File: config.mk
export PLATFORM = sky130hd
export DESIGN_NAME = cmpwave_timer
export DESIGN_NICKNAME = d
export VERILOG_FILES = /design/src/rtl/cmpwave_pkg.sv /design/src/rtl/cmpwave_counter.sv /design/src/rtl/cmpwave_cmpreg.sv /design/src/rtl/cmpwave_outgen.sv /design/src/rtl/cmpwave_timer.sv
export SDC_FILE = /design/constraint.sdc
export NUM_CORES = 1
export LEC_CHECK = 0
export BUFFER_PORTS_ARGS = -buffer_cell sky130_fd_sc_hd__buf_2
export CORE_MARGIN = 2
export CORE_UTILIZATION = 64
export DETAILED_ROUTE_END_ITERATION = 7
export MAX_ROUTING_LAYER = met4
export PLACE_DENSITY = 0.85
export SYNTH_ARGS = -nofsm -noshare
export SYNTH_HDL_FRONTEND = slang
export SYNTH_HIERARCHICAL = 1
export SYNTH_SLANG_ARGS = --single-unit
File: constraint.sdc
create_clock -name clk -period 7.7 [get_ports clk]
set_clock_uncertainty 0.15 [all_clocks]
set_input_delay 1.925 -clock clk [delete_from_list [all_inputs] [get_ports clk]]
set_output_delay 1.925 -clock clk [all_outputs]
set_load 0.01 [all_outputs]
File: src/rtl/cmpwave_pkg.sv
package cmpwave_pkg;
  typedef enum logic [1:0] {
    WM_FREE  = 2'd0,
    WM_CTC   = 2'd1,
    WM_FAST  = 2'd2,
    WM_PHASE = 2'd3
  } wave_mode_e;

  function automatic logic is_pwm(wave_mode_e m);
    return (m == WM_FAST) || (m == WM_PHASE);
  endfunction
endpackage

File: src/rtl/cmpwave_counter.sv
module cmpwave_counter
  import cmpwave_pkg::*;
#(
  parameter int W = 8
) (
  input  logic         clk,
  input  logic         rst_n,
  input  logic         tick,
  input  wave_mode_e   mode,
  input  logic [W-1:0] cmp_act,
  output logic [W-1:0] cnt,
  output logic         cnt_up,
  output logic         top_evt
);
  localparam logic [W-1:0] CNT_MAX = {W{1'b1}};
  localparam logic [W-1:0] CNT_ONE = {{(W-1){1'b0}}, 1'b1};

  logic [W-1:0] cnt_q, cnt_d;
  logic         up_q, up_d;

  always_comb begin
    cnt_d = cnt_q;
    up_d  = up_q;
    if (tick) begin
      unique case (mode)
        WM_FREE, WM_FAST: cnt_d = cnt_q + CNT_ONE;
        WM_CTC:           cnt_d = (cnt_q == cmp_act) ? '0 : cnt_q + CNT_ONE;
        WM_PHASE: begin
          if (up_q) begin
            if (cnt_q == CNT_MAX) begin
              up_d  = 1'b0;
              cnt_d = CNT_MAX - CNT_ONE;
            end else begin
              cnt_d = cnt_q + CNT_ONE;
            end
          end else begin
            if (cnt_q == '0) begin
              up_d  = 1'b1;
              cnt_d = CNT_ONE;
            end else begin
              cnt_d = cnt_q - CNT_ONE;
            end
          end
        end
        default: cnt_d = cnt_q;
      endcase
    end
  end

  always_ff @(posedge clk or negedge rst_n) begin
    if (!rst_n) begin
      cnt_q <= '0;
      up_q  <= 1'b1;
    end else begin
      cnt_q <= cnt_d;
      up_q  <= up_d;
    end
  end

  assign cnt     = cnt_q;
  assign cnt_up  = up_q;
  assign top_evt = tick && is_pwm(mode) && (cnt_q == CNT_MAX);

  assert_hold_R2: assert property (@(posedge clk) disable iff (!rst_n)
    !tick |=> $stable(cnt_q));

  assert_ctc_restart_R4: assert property (@(posedge clk) disable iff (!rst_n)
    (tick && mode == WM_CTC && cnt_q == cmp_act) |=> (cnt_q == '0));
endmodule

File: src/rtl/cmpwave_cmpreg.sv
module cmpwave_cmpreg #(
  parameter int W = 8
) (
  input  logic         clk,
  input  logic         rst_n,
  input  logic         pwm,
  input  logic         top_evt,
  input  logic         we,
  input  logic [W-1:0] wdata,
  output logic [W-1:0] cmp_act
);
  logic [W-1:0] stage_q, stage_d;
  logic [W-1:0] act_q, act_d;

  always_comb begin
    stage_d = we ? wdata : stage_q;
    act_d   = act_q;
    if (we && !pwm) act_d = wdata;
    else if (top_evt) act_d = stage_q;
  end

  always_ff @(posedge clk or negedge rst_n) begin
    if (!rst_n) begin
      stage_q <= '0;
      act_q   <= '0;
    end else begin
      stage_q <= stage_d;
      act_q   <= act_d;
    end
  end

  assign cmp_act = act_q;

  assert_stage_hold_R10: assert property (@(posedge clk) disable iff (!rst_n)
    (pwm && !top_evt) |=> $stable(act_q));
endmodule

File: src/rtl/cmpwave_outgen.sv
module cmpwave_outgen
  import cmpwave_pkg::*;
#(
  parameter int W = 8
) (
  input  logic         clk,
  input  logic         rst_n,
  input  logic         tick,
  input  wave_mode_e   mode,
  input  logic [1:0]   com,
  input  logic [W-1:0] cnt,
  input  logic         cnt_up,
  input  logic         top_evt,
  input  logic [W-1:0] cmp_act,
  input  logic         port_data,
  output logic         wave_out,
  output logic         match_pulse
);
  localparam logic [W-1:0] CNT_MAX = {W{1'b1}};

  logic oc_q, oc_d;
  logic mt_q, mt_d;
  logic hit, disc;

  always_comb begin
    hit  = tick && (cnt == cmp_act);
    mt_d = hit;
    oc_d = oc_q;
    unique case (mode)
      WM_FREE, WM_CTC: begin
        if (hit) begin
          unique case (com)
            2'b01:   oc_d = ~oc_q;
            2'b10:   oc_d = 1'b0;
            2'b11:   oc_d = 1'b1;
            default: oc_d = oc_q;
          endcase
        end
      end
      WM_FAST: begin
        if (com[1]) begin
          if (top_evt)  oc_d = ~com[0];
          else if (hit) oc_d = com[0];
        end
      end
      WM_PHASE: begin
        if (com[1]) begin
          if (top_evt && cmp_act == CNT_MAX) oc_d = ~com[0];
          else if (hit) oc_d = cnt_up ? com[0] : ~com[0];
        end
      end
      default: oc_d = oc_q;
    endcase
  end

  always_ff @(posedge clk or negedge rst_n) begin
    if (!rst_n) begin
      oc_q <= 1'b0;
      mt_q <= 1'b0;
    end else begin
      oc_q <= oc_d;
      mt_q <= mt_d;
    end
  end

  assign disc        = (com == 2'b00) || (is_pwm(mode) && com == 2'b01);
  assign wave_out    = disc ? port_data : oc_q;
  assign match_pulse = mt_q;

  assert_top_wins_R9: assert property (@(posedge clk) disable iff (!rst_n)
    (top_evt && com[1] && cmp_act == CNT_MAX) |=> (oc_q == !$past(com[0])));
endmodule

File: src/rtl/cmpwave_timer.sv
module cmpwave_timer
  import cmpwave_pkg::*;
#(
  parameter int W = 8
) (
  input  logic         clk,
  input  logic         rst_n,
  input  logic         tick,
  input  logic         mode_we,
  input  logic [1:0]   mode_wdata,
  input  logic         com_we,
  input  logic [1:0]   com_wdata,
  input  logic         cmp_we,
  input  logic [W-1:0] cmp_wdata,
  input  logic         port_data,
  output logic         wave_out,
  output logic         match_pulse
);
  wave_mode_e   mode_q, mode_d;
  logic [1:0]   com_q, com_d;
  logic [W-1:0] cnt, cmp_act;
  logic         cnt_up, top_evt;

  always_comb begin
    mode_d = mode_we ? wave_mode_e'(mode_wdata) : mode_q;
    com_d  = com_we ? com_wdata : com_q;
  end

  always_ff @(posedge clk or negedge rst_n) begin
    if (!rst_n) begin
      mode_q <= WM_FREE;
      com_q  <= 2'b00;
    end else begin
      mode_q <= mode_d;
      com_q  <= com_d;
    end
  end

  cmpwave_counter #(.W(W)) u_cnt (
    .clk(clk), .rst_n(rst_n), .tick(tick), .mode(mode_q), .cmp_act(cmp_act),
    .cnt(cnt), .cnt_up(cnt_up), .top_evt(top_evt)
  );

  cmpwave_cmpreg #(.W(W)) u_cmp (
    .clk(clk), .rst_n(rst_n), .pwm(is_pwm(mode_q)), .top_evt(top_evt),
    .we(cmp_we), .wdata(cmp_wdata), .cmp_act(cmp_act)
  );

  cmpwave_outgen #(.W(W)) u_out (
    .clk(clk), .rst_n(rst_n), .tick(tick), .mode(mode_q), .com(com_q),
    .cnt(cnt), .cnt_up(cnt_up), .top_evt(top_evt), .cmp_act(cmp_act),
    .port_data(port_data), .wave_out(wave_out), .match_pulse(match_pulse)
  );
endmodule

==> metrics.yaml <==
status: "complete, no violations"
ir_worst_vdd_v: 0.000174
final_area_sq_mm: 0.00242
relSlewSlack_pct: 33.5
max_stage_delay_ns: 0.25
placed_cell_area_sq_mm: 0.00235
area_growth_pct: 6.51
clk_latency_ns: 0.34
ys_seq_elements: 31
totalPowerFinal_mw: 0.582
cts_setup_buffers: 0
antenna_cells: 0
grt_pass1_vias: 1735
synthFlopType: "dfrtp_1"
path_clk_slew_ns: 0.09
final_cell_mix: "30 x dfrtp_1, 20 x buf_2, 16 x mux2_4"
fp-row-count: 21
synthArstFlopShare_pct: 100
crit_chain: "buf_2 -> mux2_2 -> buf_2"
synth_top_family_by_area: "multiplexers"
synth_compound_area_share_pct: 14.8
required_ns: 5.62
power_density_mw_per_mm2: 241
final_nets: 264
slowest_stage: "mux2_2"
grt_pass1_wl_microns: 8270
ant_nets: 0
vias: 1810
gr-total-overflow: 0
setup_viol: 0
synth_mux_area_share_pct: 18.5
cts_tree: "yes"
routedWlPerCell_microns: 17.0
seq_area_frac_synth_pct: 34.2
clockBufferDepth: 2
cts_sinks: 31
p_leak_nw: 1.03
antenna_found_initial: 0
netlist_instances: 228
synth_fa_ha_area_share_pct: 2.76
netlist_area_sq_mm: 0.00227
start_util_pct: 67.5
dp_hpwl_microns: 3490
port_buffers: 20
avgSynthCellArea_sq_um: 9.95
synth-xor-area-share_pct: 7.72
final_layout_size_suffix_gt1_share_pct: 28.6
clockRootBuffer: "clkbuf_4"
finalHoldViolations: 0
timing.critical_path.mode_cell: "buf_2"
drt_wl_total_microns: 4870
end_kind: "output port"
place_congestion: 0.880
final_common_cell: "dfrtp_1"
synth-simple-area-share_pct: 17.0
via_per_inst: 6.31
ios: 21
ys_types: 54
timing.final.max_slew_violations: 0
cts_htree_levels: 2
cp-start-kind: "input pin"
final_cells: 287
die_w_microns: 63.6
min_period_over_period_pct: 58.2
detail_route.first_pass.iterations: 4
dp_cells: 279
cap_violations: 0
die_h_microns: 63.6
ys_warn_count: 6
synth_nets: 252
setup-tns-final_ns: 0
rsz0062_at_grt: "false"
numCtsBuffers: 5
cts_hold_buf: 0
period_needed_ns: 4.48
max_freq_mhz: 223
crit_path_max_fanout: 1
synth_edf_count: 0
worstHoldPathType: "reg2reg"
ctsResizeCount: 0
timing_worst_setup_path_type: "in2out"
grt_max_degree: 32
fp.dieArea_sq_mm: 0.00404
crit_arrival_ns: 2.41
worst_pin_slew_ns: 0.992
coreArea_sq_mm: 0.00336
groute.usage.overall_pct: 27.1
drc: 0
drtIter0Drc: 103
## path summary, 6_finish.rpt
| check | end | slack (ns) | from | cells after the start |
|---|---|---|---|---|
| min | u_cmp/stage_q[2] | 0.38 | u_cmp/stage_q[2] | 1 |
| min in group asynchronous | u_out/match_pulse | 1.44 | rst_n | 1 |
| min reg2reg | u_cmp/stage_q[2] | 0.38 | u_cmp/stage_q[2] | 1 |
| max | wave_out | 3.22 | port_data | 3 |
| max reg2reg | u_out/oc_q | 4.11 | u_cnt/cnt[0] | 8 |
| max in group asynchronous | u_cnt/cnt[6] | 5.53 | rst_n | 1 |
## registers in the layout, summed over array words and instances, names as in the netlist
signal             count
u_cmp/cmp_act          8
mode_q                 2
u_cnt/cnt_up           1
u_out/match_pulse      1
u_out/oc_q             1
com_q                  2
u_cnt/cnt              8
u_cmp/stage_q          8
## power breakdown
group / switching [mW] / internal, mW
Clock: 0.0531 / 0.0536
Sequential: 0.0767 / 0.192
Combinational: 0.0895 / 0.117
Total: 0.219 / 0.363
## critical path: cells and delay by family
kind,cells,cell delay [ns]
mux,1,0.25
buf+inv,2,0.24
## synthesized netlist by cell type (all sizes together) (3+ instances only)
cell type | count | area [sq um]
nor3 | 10 | 50.1
nand2 | 12 | 45.0
nor2b | 8 | 50.1
buf | 5 | 46.3
inv | 8 | 30.0
mux2 | 31 | 409
ha | 5 | 62.6
a21oi | 9 | 45.0
nor2 | 11 | 41.3
a31oi | 3 | 18.8
a31o | 4 | 35.0
nand4 | 5 | 31.3
clkbuf | 10 | 37.5
xor2 | 9 | 78.8
dfrtp | 30 | 751
nand3 | 7 | 40.0
or4 | 3 | 30.0
xnor2 | 11 | 96.3
a211oi | 4 | 35.0
o21ai | 8 | 40.0
## metrics by stage
step | setup WS [ns] | hold WS, ns | util (%)
after global routing | 3.16 | 0.394 | 71.9
after detailed placement | 3.02 | 0.356 | 69.8
final | 3.22 | 0.380 | 71.9
after CTS | 3.22 | 0.377 | 71.9
after floorplan | 3.43 | 0.331 | -
after global placement | 3.02 | 0.347 | 69.8
## cells by family after synthesis
family                   after synthesis
multiplexers                          32
AO/OA/AOI/OAI                         47
flip-flops                            31
AND/OR/NAND/NOR                       70
XOR/XNOR                              20
buffers and inverters                 23
adder cells (fa/ha/maj)                5
## layout make-up
| type | instances | area (sq um) |
|---|---|---|
| multi-input cells | 174 | 1380 |
| fillers | 271 | 946 |
| repair buffers | 20 | 100 |
| clock buffers | 8 | 68.8 |
| well taps | 46 | 57.6 |
| inverters | 8 | 30.0 |
| flip-flops and latches | 31 | 777 |
## metal layers
layer	track usage (%)	routed length, microns	up-vias
met3	5.54	282	8
met2	43.2	2400	68
met5	-	0	-
met1	34.8	2140	870
li1	-	-	864
met4	8.97	53	0
No activity file was read; power rests on OpenSTA's default activity.
